**src/rtl/shadow_irq_status.sv**
```systemverilog
module shadow_irq_status #(
  parameter int NUM_BYTES = 3,
  parameter int BYTE_W    = 8,
  parameter int ADDR_W    = 8,
  parameter logic [7:0] STS_BASE = 8'hD0
) (
  input  logic                          clk,
  input  logic                          rst_n,
  input  logic [NUM_BYTES*BYTE_W-1:0]   evt_i,
  input  logic [ADDR_W-1:0]             addr_i,
  input  logic [BYTE_W-1:0]             wdata_i,
  input  logic                          wr_i,
  input  logic                          rd_i,
  output logic [BYTE_W-1:0]             rdata_o,
  output logic                          irq_o
);

  localparam int NSRC = NUM_BYTES * BYTE_W;
  localparam logic [ADDR_W-1:0] NB_A      = ADDR_W'(NUM_BYTES);
  localparam logic [ADDR_W-1:0] STS_A     = ADDR_W'(STS_BASE);
  localparam logic [ADDR_W-1:0] LINE_A    = STS_A + NB_A;
  localparam logic [ADDR_W-1:0] CAP_A     = STS_A + NB_A + NB_A;

  logic [NSRC-1:0] sts, shd, line_msk, cap_msk;
  logic            armed;

  logic [ADDR_W-1:0] s_off, l_off, c_off;
  logic sts_hit, line_hit, cap_hit;
  logic ack, arm_now, to_shd;
  logic [NSRC-1:0] cap;

  assign s_off    = addr_i - STS_A;
  assign l_off    = addr_i - LINE_A;
  assign c_off    = addr_i - CAP_A;
  assign sts_hit  = (s_off < NB_A);
  assign line_hit = (l_off < NB_A);
  assign cap_hit  = (c_off < NB_A);

  assign ack     = wr_i & sts_hit;
  assign arm_now = rd_i & sts_hit & ~ack;
  assign to_shd  = armed | arm_now;
  assign cap     = evt_i & ~cap_msk;

  always_ff @(posedge clk or negedge rst_n) begin
    if (!rst_n) begin
      sts   <= '0;
      shd   <= '0;
      armed <= 1'b0;
    end else if (ack) begin
      sts   <= shd | cap;
      shd   <= '0;
      armed <= 1'b0;
    end else begin
      if (to_shd) shd <= shd | cap;
      else        sts <= sts | cap;
      if (arm_now) armed <= 1'b1;
    end
  end

  always_ff @(posedge clk or negedge rst_n) begin
    if (!rst_n) begin
      line_msk <= '1;
      cap_msk  <= '1;
    end else if (wr_i) begin
      for (int k = 0; k < NUM_BYTES; k++) begin
        if (line_hit && l_off == ADDR_W'(k)) line_msk[k*BYTE_W +: BYTE_W] <= wdata_i;
        if (cap_hit  && c_off == ADDR_W'(k)) cap_msk[k*BYTE_W +: BYTE_W]  <= wdata_i;
      end
    end
  end

  always_comb begin
    rdata_o = '0;
    if (rd_i) begin
      for (int k = 0; k < NUM_BYTES; k++) begin
        if (sts_hit  && s_off == ADDR_W'(k)) rdata_o = sts[k*BYTE_W +: BYTE_W];
        if (line_hit && l_off == ADDR_W'(k)) rdata_o = line_msk[k*BYTE_W +: BYTE_W];
        if (cap_hit  && c_off == ADDR_W'(k)) rdata_o = cap_msk[k*BYTE_W +: BYTE_W];
      end
    end
  end

  assign irq_o = |(sts & ~line_msk);


  armed_hold_chk: assert property (@(posedge clk) disable iff (!rst_n)
    (armed && !ack) |=> $stable(sts));


  ack_clear_chk: assert property (@(posedge clk) disable iff (!rst_n)
    ack |=> (shd == '0 && !armed));


  sts_sticky_chk: assert property (@(posedge clk) disable iff (!rst_n)
    !ack |=> ((sts & $past(sts)) == $past(sts)));


  cap_gate_chk: assert property (@(posedge clk) disable iff (!rst_n)
    !ack |=> ((sts & ~$past(sts) & $past(cap_msk)) == '0));


  shd_armed_chk: assert property (@(posedge clk) disable iff (!rst_n)
    (shd != '0) |-> armed);


  irq_drop_chk: assert property (@(posedge clk) disable iff (!rst_n)
    (ack && shd == '0 && (evt_i & ~cap_msk) == '0) |=> !irq_o);

endmodule

```
**config.mk**
```make
export PLATFORM = sky130hd
export DESIGN_NAME = shadow_irq_status
export DESIGN_NICKNAME = d
export VERILOG_FILES = /design/src/rtl/shadow_irq_status.sv
export SDC_FILE = /design/constraint.sdc
export NUM_CORES = 1
export LEC_CHECK = 0
export BUFFER_PORTS_ARGS = -buffer_cell sky130_fd_sc_hd__buf_4
export CAP_MARGIN = 15
export CORE_UTILIZATION = 35
export CTS_CLUSTER_DIAMETER = 100
export DETAILED_ROUTE_END_ITERATION = 6
export SLEW_MARGIN = 20
export SYNTH_ARGS = -nofsm -noshare
export SYNTH_HDL_FRONTEND = slang
export SYNTH_SLANG_ARGS = --single-unit
```
**constraint.sdc**
```tcl
create_clock -name clk -period 2.15 [get_ports clk]
set_clock_uncertainty 0.1 [all_clocks]
set_input_delay 0 -clock clk [delete_from_list [all_inputs] [get_ports clk]]
set_output_delay 0 -clock clk [all_outputs]
set_load 0.01 [all_outputs]
```
* Yosys cells after proc, flatten, opt, wreduce, memory -nomap -nowiden
Index checks and enable logic that the tools add are counted.
** Operators by class
- Add/sub/neg operators :: 3
- Magnitude comparators :: 3
- Equal/unequal tests :: 7
- Muxes and demuxes :: 16
- Bitwise gates (word level) :: 11
- Reductions and logical operators :: 21
** Operator list (number)
- 24-bit 2-to-1 mux :: 4
- 8-bit 2-to-1 mux :: 10
- 24-bit bitwise AND :: 2
- 24-bit inverter :: 2
- 24-bit OR :: 2
- 8-bit by 1-bit equality test with 1-bit output, second input constant :: 3
- 8-bit by 2-bit equality test with 1-bit output, second input constant :: 3
- 8-bit logical NOT :: 3
- 8-bit by 2-bit less-than comparator with 1-bit output, second input constant :: 3
- 24-bit OR reduction :: 1
- 8-bit subtractor, second input constant :: 3
- 2-bit AND reduction :: 6
- 1-bit logical AND :: 9
- 2-bit nonzero test :: 2
- 1-bit bitwise AND :: 3
- 1-bit 2-to-1 mux :: 2
- 2-bit inequality test, second input constant :: 1
- 1-bit inverter :: 1
- 1-bit OR :: 1
** Storage, ports and cells
- Register bits :: 97

* Longest topological paths before layout
- Word-level depth :: 13
- Gate-level depth with buffers :: 10
- Gate-level depth less buffers :: 8

* Least setup slack after synthesis
OpenSTA, ideal clock, no wires.
- Kind :: input -> output
- Start point :: in addr_i[2]
- End point :: out rdata_o[0]
- Arrival :: 1.737 ns
- Required time :: 2.050 ns
- Setup slack :: 0.313 ns
- Cell stages on the path :: 8
- Buffers on the path :: 1
- Path through :: buf_2 inv_1 ha_1 xor2_1 nor4b_2 a221o_1 a211oi_1 o31ai_1
** On the way
- Longest elaborated chain between the ends :: 13
- Elaborated cells between the ends (all ways) :: 34
- Classes of those cells :: 3 x add/sub; 3 x order compare; 6 x eq/ne; 10 x mux; 12 x reduce/logical
** RTL lines
- from (decl) :: RTL line 10 : input logic [ADDR_W-1:0] addr_i,
- 8-bit subtractor :: RTL line 32 : assign s_off = addr_i - STS_A;
- 8-bit by 2-bit less-than comparator with 1-bit output / 8-bit logical NOT (equally long branches) :: RTL line 35, 76
- 1-bit logical AND :: RTL line 76 : if (sts_hit && s_off == ADDR_W'(k)) rdata_o = sts[k*BYTE_W +: BYTE_W];
- 8-bit 2-to-1 mux :: RTL line 76
- 8-bit 2-to-1 mux :: RTL line 77 : if (line_hit && l_off == ADDR_W'(k)) rdata_o = line_msk[k*BYTE_W +: BYTE_W];
- 8-bit 2-to-1 mux :: RTL line 78 : if (cap_hit && c_off == ADDR_W'(k)) rdata_o = cap_msk[k*BYTE_W +: BYTE_W];
- 8-bit 2-to-1 mux :: RTL line 76
- 8-bit 2-to-1 mux :: RTL line 77
- 8-bit 2-to-1 mux :: RTL line 78
- 8-bit 2-to-1 mux :: RTL line 76
- 8-bit 2-to-1 mux :: RTL line 77
- 8-bit 2-to-1 mux * :: RTL line 78
- 8-bit 2-to-1 mux * :: RTL line 74 : if (rd_i) begin
- to (decl) :: RTL line 14 : output logic [BYTE_W-1:0] rdata_o,
Every way passes the cells marked *; elsewhere a longest branch is shown, timed or not.

* Final worst setup path
Same ends and word-level chain as after synthesis.

==> flow_metrics.tcl <==
set metrics [dict create \
    cts.sinks 97 \
    crit_buf_inv 3 \
    antenna_found_initial 0 \
    root_buffer "clkbuf_16" \
    status "finished, final reports clean" \
    crit_slowest_cell "or3b_1" \
    slew_viol_final 0 \
    grt_pass1_vias 4603 \
    slew_headroom 0.586 \
    path_cells "buf_4 > ha_1 > or3b_1 > o211a_2 > nor4_4 > buf_4 > a211oi_1 > o31ai_1 > buf_4" \
    cp_common_cell "buf_4" \
    routedWlPerCell_um 19.2 \
    vias 4637 \
    drtIter0Drc 330 \
    ys_seq_area_frac 0.490 \
    numCtsBuffers 9 \
    yosysWarnings 0 \
    synth_top_area_share 0.248 \
    coreArea_um2 14000 \
    p_leak_nw 2.76 \
    die_h_um 122 \
    synth_cell_types 55 \
    hold_viol 0 \
    setup.worst_path.class "input port to output pin" \
    vias_per_cell 5.63 \
    netlist_area_um2 5080 \
    synth_edf_count 0 \
    clkLatencyLatePin_ps 350 \
    die_x_um 122 \
    area_growth_pct 25.8 \
    dp_slack_ps -165 \
    dr.pass1.iters 5 \
    cts_htree_levels 3 \
    synth_async_sr_flop_share 1.00 \
    cts_tree "yes" \
    syn_area_per_cell_um2 9.31 \
    fin_util 0.455 \
    grt_usage 0.226 \
    period_needed_ps 2040 \
    clock_path_buffers 2 \
    critPathCaptureType "output pin" \
    dieArea_um2 15000 \
    vdd_drop_max_v 0.000428 \
    ios 53 \
    synth_nets 592 \
    rows 43 \
    antenna_cells 0 \
    critPathArrivalTime_ps 1940 \
    drive_above_1_share 0.286 \
    drc 0 \
    start_util 0.362 \
    critPathMaxFanout 9 \
    min_period_over_period 0.949 \
    yosys.area.top_type "dfstp_2" \
    worstMarginPinSlew_ps 621 \
    synth_cells 546 \
    hpwlAfterDp_um 11400 \
    grt_max_degree 56 \
    reg2reg_slack_ps 840 \
    critPathTopFamily "compound AO/OA/AOI/OAI gates" \
    power.density_nw_per_um2 806 \
    synth_area_leaders "dfstp_2 (25%), dfrtp_1 (24%), nand2_1 (8.3%), mux2_2 (5.5%), inv_1 (3.6%)" \
    setup_ws_ps 110 \
    fmax_mhz 490 \
    ys_ff_latch 97 \
    finalSetupViolCount 0 \
    synth_ff_type "dfrtp_1" \
    grt_pass1_wl_um 25400 \
    postRouteAntennaNets 0 \
    grt.overflow.total 0 \
    startpoint_type "input port" \
    rsz0062_at_grt "false" \
    maxCapViolations 0 \
    slowest_delay_ps 400 \
    clk_pin_slew_ps 70 \
    routed_wl_um 15800 \
    fin_nets 685 \
    hold_path_class "input port to register" \
    port_buffers 52 \
    fin_setup_tns_ps 0 \
    gp_congestion 0.876 \
    crit_required_ps 2050 \
]
Yosys cell counts (12+ instances only):
cell type / instances
a31oi_1: 29
a32oi_1: 18
clkbuf_1: 12
dfrtp_1: 49
dfstp_2: 48
inv_1: 49
mux2_2: 25
nand2_1: 112
nor2_1: 31
o21ai_0: 27
o22ai_1: 18
path summary, 6_finish.rpt:
| kind | cells past startpoint | end | start |
|---|---|---|---|
| max | 9 | rdata_o[0] | addr_i[2] |
| min | 3 | cap_msk[23] | wr_i |
| max in group asynchronous | 3 | cap_msk[6] | rst_n |
| min in group asynchronous | 2 | shd[10] | rst_n |
| min reg2reg | 2 | shd[23] | shd[23] |
| max reg2reg | 4 | sts[5] | armed |
report_power, final:
part	total, W	internal, W	switching (W)	leakage (nW)
Combinational	0.00105	0.000456	0.000598	1.47
Sequential	0.00247	0.00221	0.000264	1.15
Clock	0.00162	0.000939	0.000684	0.141
Total	0.00515	0.00360	0.00155	2.76
registers in the layout, summed over array words and instances, names as in the netlist:
signal,count
sts,24
cap_msk,24
line_msk,24
shd,24
armed,1
area by class of cell:
class | count | area [um2]
fill | 1387 | 7650
sequential | 97 | 2490
clock buffer | 14 | 254
clock inverter | 2 | 38.8
inverter | 50 | 188
tap | 180 | 225
timing repair buffer | 111 | 941
multi-input combinational | 370 | 2260
tightest hold or removal path: cells and delay by family:
kind          cells  cell delay, ps
buf+inv           1             130
simple gates      1             200
mux               1             160
metrics by stage:
stage | instance area, um2 | hold WS, ps | power [W] | instances
detailed placement | 5750 | -62.0 | 0.00350 | 775
floorplan | 5080 | -396 | 0.00305 | 546
global placement | 5750 | -65.5 | 0.00345 | 775
global route | 6390 | 73.3 | 0.00541 | 824
CTS | 6380 | 50.1 | 0.00518 | 824
finish | 6390 | 63.4 | 0.00515 | 824
cell usage in the layout, fill, tap and decap left out, types with 2 or more instances in the layout:
cell type,netlist,routed
a22oi_1,7,7
o21ai_0,27,27
a221o_1,8,8
nand3_1,4,4
clkbuf_16,0,9
o21ai_1,2,2
dfrtp_1,49,49
nand2_2,3,3
o22ai_1,18,18
dfstp_2,48,48
dlygate4sd3_1,0,33
and3_1,6,5
mux2_2,25,25
nor2_2,3,3
nand2_1,112,112
a211oi_1,8,8
ha_1,2,2
a21oi_1,9,9
o22a_1,7,7
a31oi_1,29,29
nor3_1,5,4
inv_1,49,49
nor2_1,31,31
nand4b_1,2,2
nor2b_1,3,3
o31ai_1,8,8
o211ai_1,2,2
buf_4,1,76
buf_12,1,2
nor4_1,2,2
o21ai_2,5,5
nand2b_1,4,4
clkbuf_1,12,4
a32oi_1,18,18
and2_1,2,2
routing by layer:
metal | wire length, um | GRT usage | vias up
met2 | 7490 | 0.358 | 160
met3 | 758 | 0.0409 | 26
met5 | 0 | 0 | -
met4 | 345 | 0.0686 | 0
li1 | - | - | 2128
met1 | 7240 | 0.313 | 2323
timing repair:
action / CTS / global route
pin swaps: 0 / 2
resized for setup: 2 / 2
setup buffers: 0 / 0
gates cloned: 0 / 0
setup endpoints to repair: 8 / 8
hold buffers: 33 / 0
hold endpoints to repair: 138 / 0
cell families (layout without fill, tap and decap cells):
family	Yosys count	after routing	synth area share
XOR/XNOR	2	2	0.00345
AND/OR/NAND/NOR	185	185	0.163
AO/OA/AOI/OAI	156	156	0.215
adder cells (fa/ha/maj)	2	2	0.00492
multiplexers	25	25	0.0554
buffers and inverters	79	177	0.0689
flip-flops	97	97	0.490
(Power assumes the default switching activity.)
